[src/rtl/mc16_pkg.sv]
package mc16_pkg;

   typedef enum logic [3:0] {
      OP_STOP = 4'h0,
      OP_LD   = 4'h1,
      OP_LDI  = 4'h2,
      OP_ADD  = 4'h3,
      OP_SUB  = 4'h4,
      OP_NEG  = 4'h5,
      OP_MUL  = 4'h6,
      OP_ST   = 4'h7,
      OP_EQ   = 4'h8,
      OP_LT   = 4'h9,
      OP_GT   = 4'hA,
      OP_BRT  = 4'hB,
      OP_BRF  = 4'hC,
      OP_JMP  = 4'hD,
      OP_SUBR = 4'hE,
      OP_RTN  = 4'hF
   } op_e;

   typedef enum logic [2:0] {
      ST_FETCH,
      ST_DECODE,
      ST_OPND,
      ST_EXEC,
      ST_LDWB,
      ST_HALT
   } state_e;

   function automatic logic has_ext(input op_e op);
      return op inside {OP_LD, OP_LDI, OP_ST, OP_BRT, OP_BRF, OP_JMP};
   endfunction

   function automatic logic is_stop(input op_e op);
      return op inside {OP_STOP, OP_SUBR, OP_RTN};
   endfunction

   function automatic logic is_cmp(input op_e op);
      return op inside {OP_EQ, OP_LT, OP_GT};
   endfunction

   function automatic logic writes_alu(input op_e op);
      return op inside {OP_ADD, OP_SUB, OP_NEG, OP_MUL, OP_EQ, OP_LT, OP_GT};
   endfunction

endpackage

[src/rtl/mc16_regfile.sv]
module mc16_regfile #(
   parameter int unsigned DATA_W = 16,
   parameter int unsigned SEL_W  = 4
) (
   input  logic              clk,
   input  logic              rst,
   input  logic              wr_en,
   input  logic [SEL_W-1:0]  wr_sel,
   input  logic [DATA_W-1:0] wr_data,
   input  logic [SEL_W-1:0]  rd_sel_a,
   input  logic [SEL_W-1:0]  rd_sel_b,
   input  logic [SEL_W-1:0]  rd_sel_c,
   output logic [DATA_W-1:0] rd_data_a,
   output logic [DATA_W-1:0] rd_data_b,
   output logic [DATA_W-1:0] rd_data_c
);

   localparam int unsigned NUM_REGS = 1 << SEL_W;

   logic [NUM_REGS-1:0][DATA_W-1:0] bank;

   for (genvar g = 0; g < NUM_REGS; g++) begin : g_reg
      if (g == 0) begin : g_zero
         assign bank[g] = '0;
      end else begin : g_ff
         logic [DATA_W-1:0] q;
         always_ff @(posedge clk) begin
            if (rst)
               q <= '0;
            else if (wr_en && wr_sel == SEL_W'(g))
               q <= wr_data;
         end
         assign bank[g] = q;
      end
   end

   assign rd_data_a = bank[rd_sel_a];
   assign rd_data_b = bank[rd_sel_b];
   assign rd_data_c = bank[rd_sel_c];


   wr_land_chk: assert property (@(posedge clk) disable iff (rst)
      (wr_en && wr_sel != '0) |=> (bank[$past(wr_sel)] == $past(wr_data)));


   r0_write_drop_chk: assert property (@(posedge clk) disable iff (rst)
      (wr_en && wr_sel == '0 && rd_sel_a == '0) |-> (rd_data_a == '0));

endmodule

[src/rtl/mc16_alu.sv]
module mc16_alu
   import mc16_pkg::*;
#(
   parameter int unsigned DATA_W     = 16,
   parameter bit          SIGNED_CMP = 1'b1
) (
   input  op_e               op,
   input  logic [DATA_W-1:0] opa,
   input  logic [DATA_W-1:0] opb,
   output logic [DATA_W-1:0] res
);

   logic eq_r, lt_r, gt_r;

   assign eq_r = (opa == opb);

   if (SIGNED_CMP) begin : g_scmp
      assign lt_r = ($signed(opa) < $signed(opb));
      assign gt_r = ($signed(opa) > $signed(opb));
   end else begin : g_ucmp
      assign lt_r = (opa < opb);
      assign gt_r = (opa > opb);
   end

   always_comb begin
      case (op)
         OP_ADD:  res = opa + opb;
         OP_SUB:  res = opa - opb;
         OP_NEG:  res = '0 - opa;
         OP_MUL:  res = opa * opb;
         OP_EQ:   res = {{(DATA_W-1){1'b0}}, eq_r};
         OP_LT:   res = {{(DATA_W-1){1'b0}}, lt_r};
         OP_GT:   res = {{(DATA_W-1){1'b0}}, gt_r};
         default: res = '0;
      endcase
   end

endmodule

[src/rtl/mc16_seq.sv]
module mc16_seq
   import mc16_pkg::*;
#(
   parameter int unsigned DATA_W = 16
) (
   input  logic                   clk,
   input  logic                   rst,
   input  logic [DATA_W-1:0]      mem_rdata,
   input  logic [DATA_W-1:0]      val_u,
   input  logic [DATA_W-1:0]      val_v,
   input  logic [DATA_W-1:0]      alu_res,
   output logic [DATA_W-1:0]      mem_addr,
   output logic [DATA_W-1:0]      mem_wdata,
   output logic                   mem_we,
   output logic                   halted,
   output logic [DATA_W/4-1:0]    sel_u,
   output logic [DATA_W/4-1:0]    sel_v,
   output logic [DATA_W/4-1:0]    sel_w,
   output op_e                    op,
   output logic                   rf_we,
   output logic [DATA_W-1:0]      rf_wdata
);

   localparam int unsigned FIELD_W = DATA_W / 4;

   state_e            state, nxt_state;
   logic [DATA_W-1:0] pc, nxt_pc;
   logic [DATA_W-1:0] ir;
   logic [DATA_W-1:0] ext;
   logic [DATA_W-1:0] pc_inc;
   logic [DATA_W-1:0] ea;
   op_e               fetched_op;

   function automatic op_e decode_op(input logic [DATA_W-1:0] word);
      logic [FIELD_W-1:0] f;
      f = word[DATA_W-1 -: FIELD_W];
      if ((f >> 4) != '0)
         return OP_STOP;
      return op_e'(f[3:0]);
   endfunction

   assign op         = decode_op(ir);
   assign fetched_op = decode_op(mem_rdata);
   assign sel_u      = ir[DATA_W-FIELD_W-1 -: FIELD_W];
   assign sel_v      = ir[2*FIELD_W-1 -: FIELD_W];
   assign sel_w      = ir[FIELD_W-1:0];
   assign pc_inc     = pc + DATA_W'(1);
   assign ea         = ext + ((op == OP_JMP) ? val_u : val_v);
   assign halted     = (state == ST_HALT);

   always_comb begin
      nxt_state = state;
      nxt_pc    = pc;
      mem_addr  = pc;
      mem_we    = 1'b0;
      mem_wdata = val_u;
      rf_we     = 1'b0;
      rf_wdata  = alu_res;
      case (state)
         ST_FETCH: begin
            nxt_state = ST_DECODE;
         end
         ST_DECODE: begin
            mem_addr = pc_inc;
            if (is_stop(fetched_op)) begin
               nxt_state = ST_HALT;
            end else if (has_ext(fetched_op)) begin
               nxt_pc    = pc + DATA_W'(2);
               nxt_state = ST_OPND;
            end else begin
               nxt_pc    = pc_inc;
               nxt_state = ST_EXEC;
            end
         end
         ST_OPND: begin
            nxt_state = ST_EXEC;
         end
         ST_EXEC: begin
            nxt_state = ST_FETCH;
            case (op)
               OP_LD: begin
                  mem_addr  = ea;
                  nxt_state = ST_LDWB;
               end
               OP_LDI: begin
                  rf_we    = 1'b1;
                  rf_wdata = ext;
               end
               OP_ST: begin
                  mem_addr = ea;
                  mem_we   = 1'b1;
               end
               OP_BRT: if (val_u == DATA_W'(1)) nxt_pc = ea;
               OP_BRF: if (val_u == '0) nxt_pc = ea;
               OP_JMP: nxt_pc = ea;
               default: rf_we = writes_alu(op);
            endcase
         end
         ST_LDWB: begin
            rf_we     = 1'b1;
            rf_wdata  = mem_rdata;
            nxt_state = ST_FETCH;
         end
         ST_HALT: begin
            nxt_state = ST_HALT;
         end
         default: nxt_state = ST_HALT;
      endcase
   end

   always_ff @(posedge clk) begin
      if (rst) begin
         state <= ST_FETCH;
         pc    <= '0;
         ir    <= '0;
         ext   <= '0;
      end else begin
         state <= nxt_state;
         pc    <= nxt_pc;
         if (state == ST_DECODE) ir  <= mem_rdata;
         if (state == ST_OPND)   ext <= mem_rdata;
      end
   end


   halt_sticky_chk: assert property (@(posedge clk) disable iff (rst)
      halted |=> (halted && !mem_we));


   cmp_bool_chk: assert property (@(posedge clk) disable iff (rst)
      (state == ST_EXEC && is_cmp(op)) |-> ((alu_res >> 1) == '0));


   brt_fall_chk: assert property (@(posedge clk) disable iff (rst)
      (state == ST_EXEC && op == OP_BRT && val_u != DATA_W'(1)) |=> (pc == $past(pc)));


   brf_fall_chk: assert property (@(posedge clk) disable iff (rst)
      (state == ST_EXEC && op == OP_BRF && val_u != '0) |=> (pc == $past(pc)));


   ext_capture_chk: assert property (@(posedge clk) disable iff (rst)
      (state == ST_OPND) |=> (ext == $past(mem_rdata)));

endmodule

[src/rtl/mc16_core.sv]
module mc16_core
   import mc16_pkg::*;
#(
   parameter int unsigned DATA_W     = 16,
   parameter bit          SIGNED_CMP = 1'b1
) (
   input  logic              clk,
   input  logic              rst,
   output logic [DATA_W-1:0] mem_addr,
   output logic [DATA_W-1:0] mem_wdata,
   output logic              mem_we,
   input  logic [DATA_W-1:0] mem_rdata,
   output logic              halted
);

   localparam int unsigned FIELD_W = DATA_W / 4;

   if ((DATA_W % 4) != 0 || DATA_W < 16) begin : g_bad_width
      $error("mc16_core: DATA_W must be a multiple of 4 and at least 16");
   end

   logic [FIELD_W-1:0] sel_u, sel_v, sel_w;
   logic [DATA_W-1:0]  val_u, val_v, val_w;
   logic [DATA_W-1:0]  alu_res;
   logic [DATA_W-1:0]  rf_wdata;
   logic               rf_we;
   op_e                op;

   mc16_seq #(.DATA_W(DATA_W)) seq_i (
      .clk       (clk),
      .rst       (rst),
      .mem_rdata (mem_rdata),
      .val_u     (val_u),
      .val_v     (val_v),
      .alu_res   (alu_res),
      .mem_addr  (mem_addr),
      .mem_wdata (mem_wdata),
      .mem_we    (mem_we),
      .halted    (halted),
      .sel_u     (sel_u),
      .sel_v     (sel_v),
      .sel_w     (sel_w),
      .op        (op),
      .rf_we     (rf_we),
      .rf_wdata  (rf_wdata)
   );

   mc16_regfile #(.DATA_W(DATA_W), .SEL_W(FIELD_W)) rf_i (
      .clk       (clk),
      .rst       (rst),
      .wr_en     (rf_we),
      .wr_sel    (sel_u),
      .wr_data   (rf_wdata),
      .rd_sel_a  (sel_u),
      .rd_sel_b  (sel_v),
      .rd_sel_c  (sel_w),
      .rd_data_a (val_u),
      .rd_data_b (val_v),
      .rd_data_c (val_w)
   );

   mc16_alu #(.DATA_W(DATA_W), .SIGNED_CMP(SIGNED_CMP)) alu_i (
      .op  (op),
      .opa (val_v),
      .opb (val_w),
      .res (alu_res)
   );


   reset_quiet_chk: assert property (@(posedge clk)
      rst |=> (!halted && !mem_we));

endmodule

[config.mk]
export PLATFORM = sky130hd
export DESIGN_NAME = mc16_core
export DESIGN_NICKNAME = d
export VERILOG_FILES = /design/src/rtl/mc16_pkg.sv /design/src/rtl/mc16_regfile.sv /design/src/rtl/mc16_alu.sv /design/src/rtl/mc16_seq.sv /design/src/rtl/mc16_core.sv
export SDC_FILE = /design/constraint.sdc
export NUM_CORES = 1
export LEC_CHECK = 0
export BUFFER_PORTS_ARGS = -buffer_cell sky130_fd_sc_hd__buf_2
export CAP_MARGIN = 0
export CORE_ASPECT_RATIO = 1.5
export CORE_UTILIZATION = 39
export DETAILED_ROUTE_END_ITERATION = 10
export PLACE_DENSITY = 0.57
export SETUP_SLACK_MARGIN = 0.02
export SLEW_MARGIN = 40
export SYNTH_ARGS = -nofsm -noshare
export SYNTH_HDL_FRONTEND = slang
export SYNTH_HIERARCHICAL = 1
export SYNTH_SLANG_ARGS = --single-unit
[constraint.sdc]
create_clock -name clk -period 11.9 [get_ports clk]
set_input_delay 0 -clock clk [delete_from_list [all_inputs] [get_ports clk]]
set_output_delay 0 -clock clk [all_outputs]
set_load 0.005 [all_outputs]
==> impl_metrics.yaml, run 1 <==
sta:
  final_max_slew_viol_count: 0
  postLayoutSetupSlackWorst_ps: 3125
  finClkSkew_ps: 22.07
  fmax_mhz: 114.0
  hold_viol: 0
  worstMarginPinSlew_ps: 881.0
  hold_ws_ps: 273.8
  max_slew_margin: 0.4127
  fin_crit_ps: 8775
  rsz0062_at_grt: "no"
  finalSetupViolCount: 0
  fin_crit_sh: 0.7374
  setup_tns_ps: 0
die:
  dieHeight_um: 319.3
  start_util: 0.3929
  dieArea_sq_um: 68170
  coreArea_sq_um: 66620
  dieWidth_um: 213.5
  core.rowCount: 116
  io_pins: 52
yosys:
  synth-xor-area-share: 0.02462
  synthAdderAreaFrac: 0.1110
  synth_ff_type: "dfxtp_1"
  synth_top_family_by_area: "compound AO/OA/AOI/OAI gates"
  seq_area_frac_synth: 0.2226
  postSynthCellCount: 3065
  mappedNetlistArea_sq_um: 26170
  synth-simple-area-share: 0.1546
  synth_edf_count: 0
  synthMuxAreaShare: 0.1739
  synth.avg_cell_area_sq_um: 8.540
  async_reset_ff_frac: 0
  ys_types: 113
  synth.net_count: 3266
  ys_warn_count: 6
  synth-compound-area-share: 0.2218
  ys_ff_latch: 291
placed_design:
  port_buffers: 51
  place.gp.congestion: 0.9745
  dp_hpwl_mm: 67.06
  dp.cells: 3759
  placed_area_sq_um: 26680
  place_ws_ps: 3266
pwr:
  powerDensity_nw_per_um2: 127.9
  power_mw: 3.593
  power_leakage_nw: 10.02
  ir_drop_mv: 0.1119
layout:
  areaGrowthSynthToFinish_pct: 7.352
  final_util: 0.4218
  n_fill_cell: 6506
  register_area_sq_um: 5847
  design_area_sq_um: 28100
  multiInputGateArea_sq_um: 18240
  num-nets-final: 3130
  layout-drive-gt1-share: 0.1754
  layoutNonFillerInstCount: 3840
global_routing:
  grt_overflow: 0
  grt_max_degree: 133
  antenna_found_initial: 3
  grt_pass1_vias: 24930
  grt_pass1_wl_mm: 152.2
  grtUsageTotal: 0.2921
cts:
  root_buffer: "clkbuf_16"
  h-tree-depth: 2
  clk_pin_slew_ps: 60
  cts_tree: "done"
  clkLatencyLatePin_ps: 560
  cts_buffer_depth: 3
  numClockSinks: 291
  cts_buffers: 34
  postCtsSetupBuffers: 0
routing:
  drcViolationCount: 0
  first_pass_iters: 6
  vias: 25120
  wire_per_inst_um: 26.25
  finalWirelength_mm: 100.8
  drt_iter0_drc: 2845
  viasPerCell: 6.541
  ant_nets: 0
hold_path:
  hp-class: "input pin to register"
  hold-path-cell-count: 4
critical_path:
  worst_setup_path_end_kind: "register"
  crit_arrival_ps: 9180
  critPathLaunchType: "register"
  r2r_cells: 27
  critical_path_required_ps: 12310
  cp_max_fo: 45
  setup.worst_path.class: "register to register"
run:
  cap_viol_max_count: 0
run_status:
  status: "completed"
placed cells by master (no fill, tap or decap), types with 14 or more instances in the layout:
cell	synthesis	routed
a211oi_1	47	18
a211oi_2	8	32
a21oi_1	339	339
a221oi_1	55	55
a22oi_1	25	25
and2_1	51	50
buf_2	82	50
buf_4	28	62
clkbuf_16	0	35
dfxtp_1	291	280
dlygate4sd3_1	0	17
fa_1	82	82
ha_1	101	101
inv_1	151	151
mux2_1	17	17
mux2_2	119	119
mux2i_1	53	53
mux4_2	100	100
nand2_1	225	224
nand2b_1	16	14
nand3_1	270	268
nor2_1	96	93
nor3_1	27	26
o211ai_1	14	14
o21ai_0	237	237
o21ai_1	60	60
o22ai_1	47	47
xnor2_1	52	52
xor2_1	19	19
registers in the layout (all words and copies together), names as in the netlist:
name           flops
seq_i/ir          16
seq_i/ext         16
rf_i/g.g_ff.q    240
seq_i/pc          16
seq_i/state        3
power by group:
| group | internal (mW) | switching, mW | total (mW) |
|---|---|---|---|
| Clock | 0.664 | 0.469 | 1.13 |
| Combinational | 0.459 | 0.963 | 1.42 |
| Sequential | 0.988 | 0.0495 | 1.04 |
critical path, cell delays in order (launching register included):
cell	delay [ps]
dfxtp_4	640
buf_4	720
mux4_2	360
mux2i_1	120
a211oi_2	340
buf_4	340
clkinv_1	450
nor2_1	310
fa_1	460
fa_1	490
ha_1	240
fa_1	550
inv_1	50
fa_1	500
fa_1	560
inv_1	40
ha_1	330
nand2_1	80
a21oi_1	50
or2_1	250
a21oi_1	170
xnor2_1	100
a22oi_1	360
o221ai_1	210
nand2_1	100
nand2_1	390
nand3_1	240
a21oi_1	80
what timing repair did:
item / 4_1_cts / 5_1_grt
hold buffers: 16 / 1
endpoints found under the hold margin: 32 / 31
endpoints found under the setup margin: 0 / 0
resized for setup: 0 / 0
synthesized netlist by cell type (52+ instances only):
cell | count | share of area
a21oi_1 | 339 | 0.065
a221oi_1 | 55 | 0.018
buf_2 | 82 | 0.016
clkbuf_1 | 149 | 0.021
dfxtp_1 | 291 | 0.22
fa_1 | 82 | 0.063
ha_1 | 101 | 0.048
inv_1 | 151 | 0.022
mux2_2 | 119 | 0.051
mux2i_1 | 53 | 0.020
mux4_2 | 100 | 0.086
nand2_1 | 225 | 0.032
nand3_1 | 270 | 0.052
nor2_1 | 96 | 0.014
o21ai_0 | 237 | 0.045
o21ai_1 | 60 | 0.011
xnor2_1 | 52 | 0.017
path summary, 6_finish.rpt:
kind / from / endpoint / slack (ps)
setup / recovery: seq_i/ir[4] / rf_i/g_reg[14].g_ff.q[11] / 3130
hold / removal: mem_rdata[11] / seq_i/ir[11] / 270
setup reg to reg: seq_i/ir[4] / rf_i/g_reg[14].g_ff.q[11] / 3130
hold reg to reg: seq_i/ext[0] / seq_i/ext[0] / 490
final cells by class:
| cell class | count | area share |
|---|---|---|
| Antenna cell | 1 | 0.00008906 |
| Clock buffer | 48 | 0.03611 |
| Clock inverter | 13 | 0.005700 |
| Inverter | 154 | 0.02057 |
| Multi-Input combinational cell | 2306 | 0.6492 |
| Sequential cell | 291 | 0.2081 |
| Tap cell | 885 | 0.03941 |
| Timing Repair Buffer | 142 | 0.04079 |
metal layers:
layer	global-route usage	routed length [um]
met1	0.3257	35720
met5	0	0
met2	0.4997	49640
met3	0.05062	8035
met4	0.2016	7426
cells by family after synthesis:
| family | Yosys count |
|---|---|
| simple gates | 807 |
| buf+inv | 468 |
| mux | 298 |
| flops | 291 |
| fa+ha+maj | 183 |
| xor+xnor | 72 |
| compound gates | 946 |
No activity file was read; power rests on OpenSTA's default activity.
==> run 2: changes to the inputs <==
--- a/config.mk
+++ b/config.mk
@@ -5,6 +5,7 @@
 export SDC_FILE = /design/constraint.sdc
 export NUM_CORES = 1
 export LEC_CHECK = 0
+export ABC_AREA = 1
 export BUFFER_PORTS_ARGS = -buffer_cell sky130_fd_sc_hd__buf_2
 export CAP_MARGIN = 0
 export CORE_ASPECT_RATIO = 1.5
==> constraint.sdc (replaced) <==
create_clock -name clk -period 9.1 [get_ports clk]
set_input_delay 0 -clock clk [delete_from_list [all_inputs] [get_ports clk]]
set_output_delay 0 -clock clk [all_outputs]
set_load 0.005 [all_outputs]
==> impl_metrics.yaml, run 2 <==
global_routing:
  antenna_found_initial: 1
  grt_overflow: 0
  grt_pass1_wl_mm: 177.8
  grt_max_degree: 132
  grtUsageTotal: 0.3225
  grt_pass1_vias: 29660
critical_path:
  critPathLaunchType: "register"
  critical_path_required_ps: 9590
  critPathMaxStageDelay_ps: 560
  worst_setup_path_end_kind: "register"
  slowest_stage: "fa_1"
  setup.worst_path.class: "register to register"
  cpMostUsedCell: "fa_1"
  cp_num_buf_inv: 9
  path_delay_family: "adder cells"
  cp_max_fo: 52
  crit_arrival_ps: 8310
yosys:
  seq_area_frac_synth: 0.2093
  async_reset_ff_frac: 0
  synth_edf_count: 0
  synth.avg_cell_area_sq_um: 5.774
  ys_ff_latch: 291
  synth_ff_type: "dfxtp_1"
  ys_warn_count: 6
  postSynthCellCount: 4820
  synth.net_count: 5021
  synth.most_common_cell: "nand2_1"
  synth_commonest_cells: "nand2_1 (1701), nand3_1 (837), inv_1 (608), a21oi_1 (314), dfxtp_1 (291)"
  yosys.area.top_type_share: 0.2294
  ys_types: 55
  synth_top_area_cell: "nand2_1"
  ys_top_cells_by_area: "nand2_1 (23%), dfxtp_1 (21%), nand3_1 (15%)"
  mappedNetlistArea_sq_um: 27830
cts:
  h-tree-depth: 2
  clkLatencyLatePin_ps: 600
  cts_buffer_depth: 3
  clk_pin_slew_ps: 60
  postCtsResizedCells: 0
  cts_tree: "done"
  numClockSinks: 291
  root_buffer: "clkbuf_16"
  cts_buffers: 35
  postCtsSetupBuffers: 0
layout:
  n_fill_cell: 7714
  areaGrowthSynthToFinish_pct: 8.070
  largest-register: "rf_i/g.g_ff.q"
  design_area_sq_um: 30080
  multiInputGateArea_sq_um: 18160
  largest_reg_flops: 240
  layout_commonest_cell: "nand2_1"
  layout-drive-gt1-share: 0.06930
  num-nets-final: 4908
  register_area_sq_um: 5842
  final_cell_mix: "nand2_1 (1698), nand3_1 (837), inv_1 (601), a21oi_1 (314), dfxtp_1 (284)"
routing:
  vias: 31460
  first_pass_iters: 9
  finalWirelength_mm: 117.5
  viasPerCell: 5.577
  wire_per_inst_um: 20.82
  ant_nets: 0
  drt_iter0_drc: 3067
  drcViolationCount: 10
die:
  dieHeight_um: 329.2
  dieArea_sq_um: 72450
  coreArea_sq_um: 70430
  core.rowCount: 119
  start_util: 0.3952
  dieWidth_um: 220.1
  io_pins: 52
sta:
  setup_tns_ps: 0
  max_slew_margin: 0.3911
  fmax_mhz: 127.9
  hold_viol: 0
  fin_crit_sh: 0.8595
  finalSetupViolCount: 0
  finClkSkew_ps: 40.09
  worstMarginPinSlew_ps: 912.4
  final_max_slew_viol_count: 0
  fin_crit_ps: 7821
  rsz0062_at_grt: "no"
placed_design:
  placed_area_sq_um: 28580
  port_buffers: 51
  dp_hpwl_mm: 83.07
  place.gp.congestion: 0.9905
run:
  cap_viol_max_count: 0
pwr:
  ir_drop_mv: 0.1209
  power_leakage_nw: 14.32
  powerDensity_nw_per_um2: 190.2
  comb_power_share: 0.482
  internal_power_mw: 3.067
  p_sw_frac: 0.4640
  p_sw_mw: 2.654
  clkPwrFrac: 0.279
  seq_power_share: 0.239
run_status:
  status: "complete, but fails checks"
  violations: "DRC"
hold_path:
  hp-class: "input pin to register"
-- run 2: changes by cell type in the layout (fill, tap and decap cells not counted), moves of 54 or more --
cell / before / now
a221oi_1: 55 / 1
nand3_1: 268 / 837
o21ai_0: 237 / 114
inv_1: 151 / 601
nand2_1: 224 / 1698
mux2_2: 119 / 11
nor2_1: 93 / 188
mux4_2: 100 / 0
-- run 2: worst paths after layout --
check                                              from                        to  slack, ps  cells past startpoint
worst max-delay path                        seq_i/ir[0]  rf_i/g_reg[4].g_ff.q[13]       1280                     32
worst min-delay path                       mem_rdata[8]              seq_i/ext[8]        260                      4
worst max register to register              seq_i/ir[0]  rf_i/g_reg[4].g_ff.q[13]       1280                     32
worst min register to register  rf_i/g_reg[9].g_ff.q[5]   rf_i/g_reg[9].g_ff.q[5]        460                      2
-- run 2: through the flow --
| step | setup WS, ps | total power, mW | instances | hold slack [ps] | utilization |
|---|---|---|---|---|---|
| floorplan | 2246 | 3.247 | 4820 | 134.9 | - |
| global placement | 1420 | 4.076 | 5559 | 309.7 | 0.4057 |
| detailed placement | 1335 | 4.088 | 5559 | 314.7 | 0.4058 |
| CTS | 1265 | 5.695 | 5638 | 53.04 | 0.4262 |
| global route | 739.3 | 6.062 | 5640 | 266.7 | 0.4270 |
| finish | 1279 | 5.721 | 5641 | 257.4 | 0.4270 |
-- run 2: metal layers --
metal	part of all wire	vias to the layer above	global-route usage
met4	0.094	0	0.2634
met1	0.37	14540	0.3618
li1	-	15010	-
met5	0	-	0
met2	0.47	1441	0.5416
met3	0.066	471	0.04423
-- run 2: power by group through the flow --
stage | Combinational [mW] | Clock, mW | Sequential, mW
final | 2.76 | 1.60 | 1.36
after floorplan | 1.89 | 0 | 1.36
after global placement | 2.68 | 0 | 1.39
after global routing | 3.03 | 1.66 | 1.37
after detailed placement | 2.70 | 0 | 1.39
after CTS | 2.72 | 1.62 | 1.36
-- run 2: kinds of logic after synthesis --
family	synth area share
flip-flops	0.2093
XOR/XNOR	0.005980
AO/OA/AOI/OAI	0.1040
AND/OR/NAND/NOR	0.4330
adder cells (fa/ha/maj)	0.1044
multiplexers	0.004451
buffers and inverters	0.1388
-- run 2: area by class of cell --
type,instances,area share
diodes,1,0.00008321
clock buffers,44,0.03299
clock inverters,19,0.009402
inverters,645,0.08063
multi-input cells,3575,0.6039
flip-flops and latches,291,0.1942
well taps,907,0.03773
repair buffers,159,0.04098
-- run 2: timing repair --
item | CTS | global route
hold buffers | 16 | 1
endpoints found under the setup margin | 0 | 0
endpoints found under the hold margin | 34 | 26
-- run 2: tightest hold or removal path, cell delays in order --
cell           delay, ps
dlygate4sd3_1        520
buf_2                150
nor2_1                60
nor2_1                90
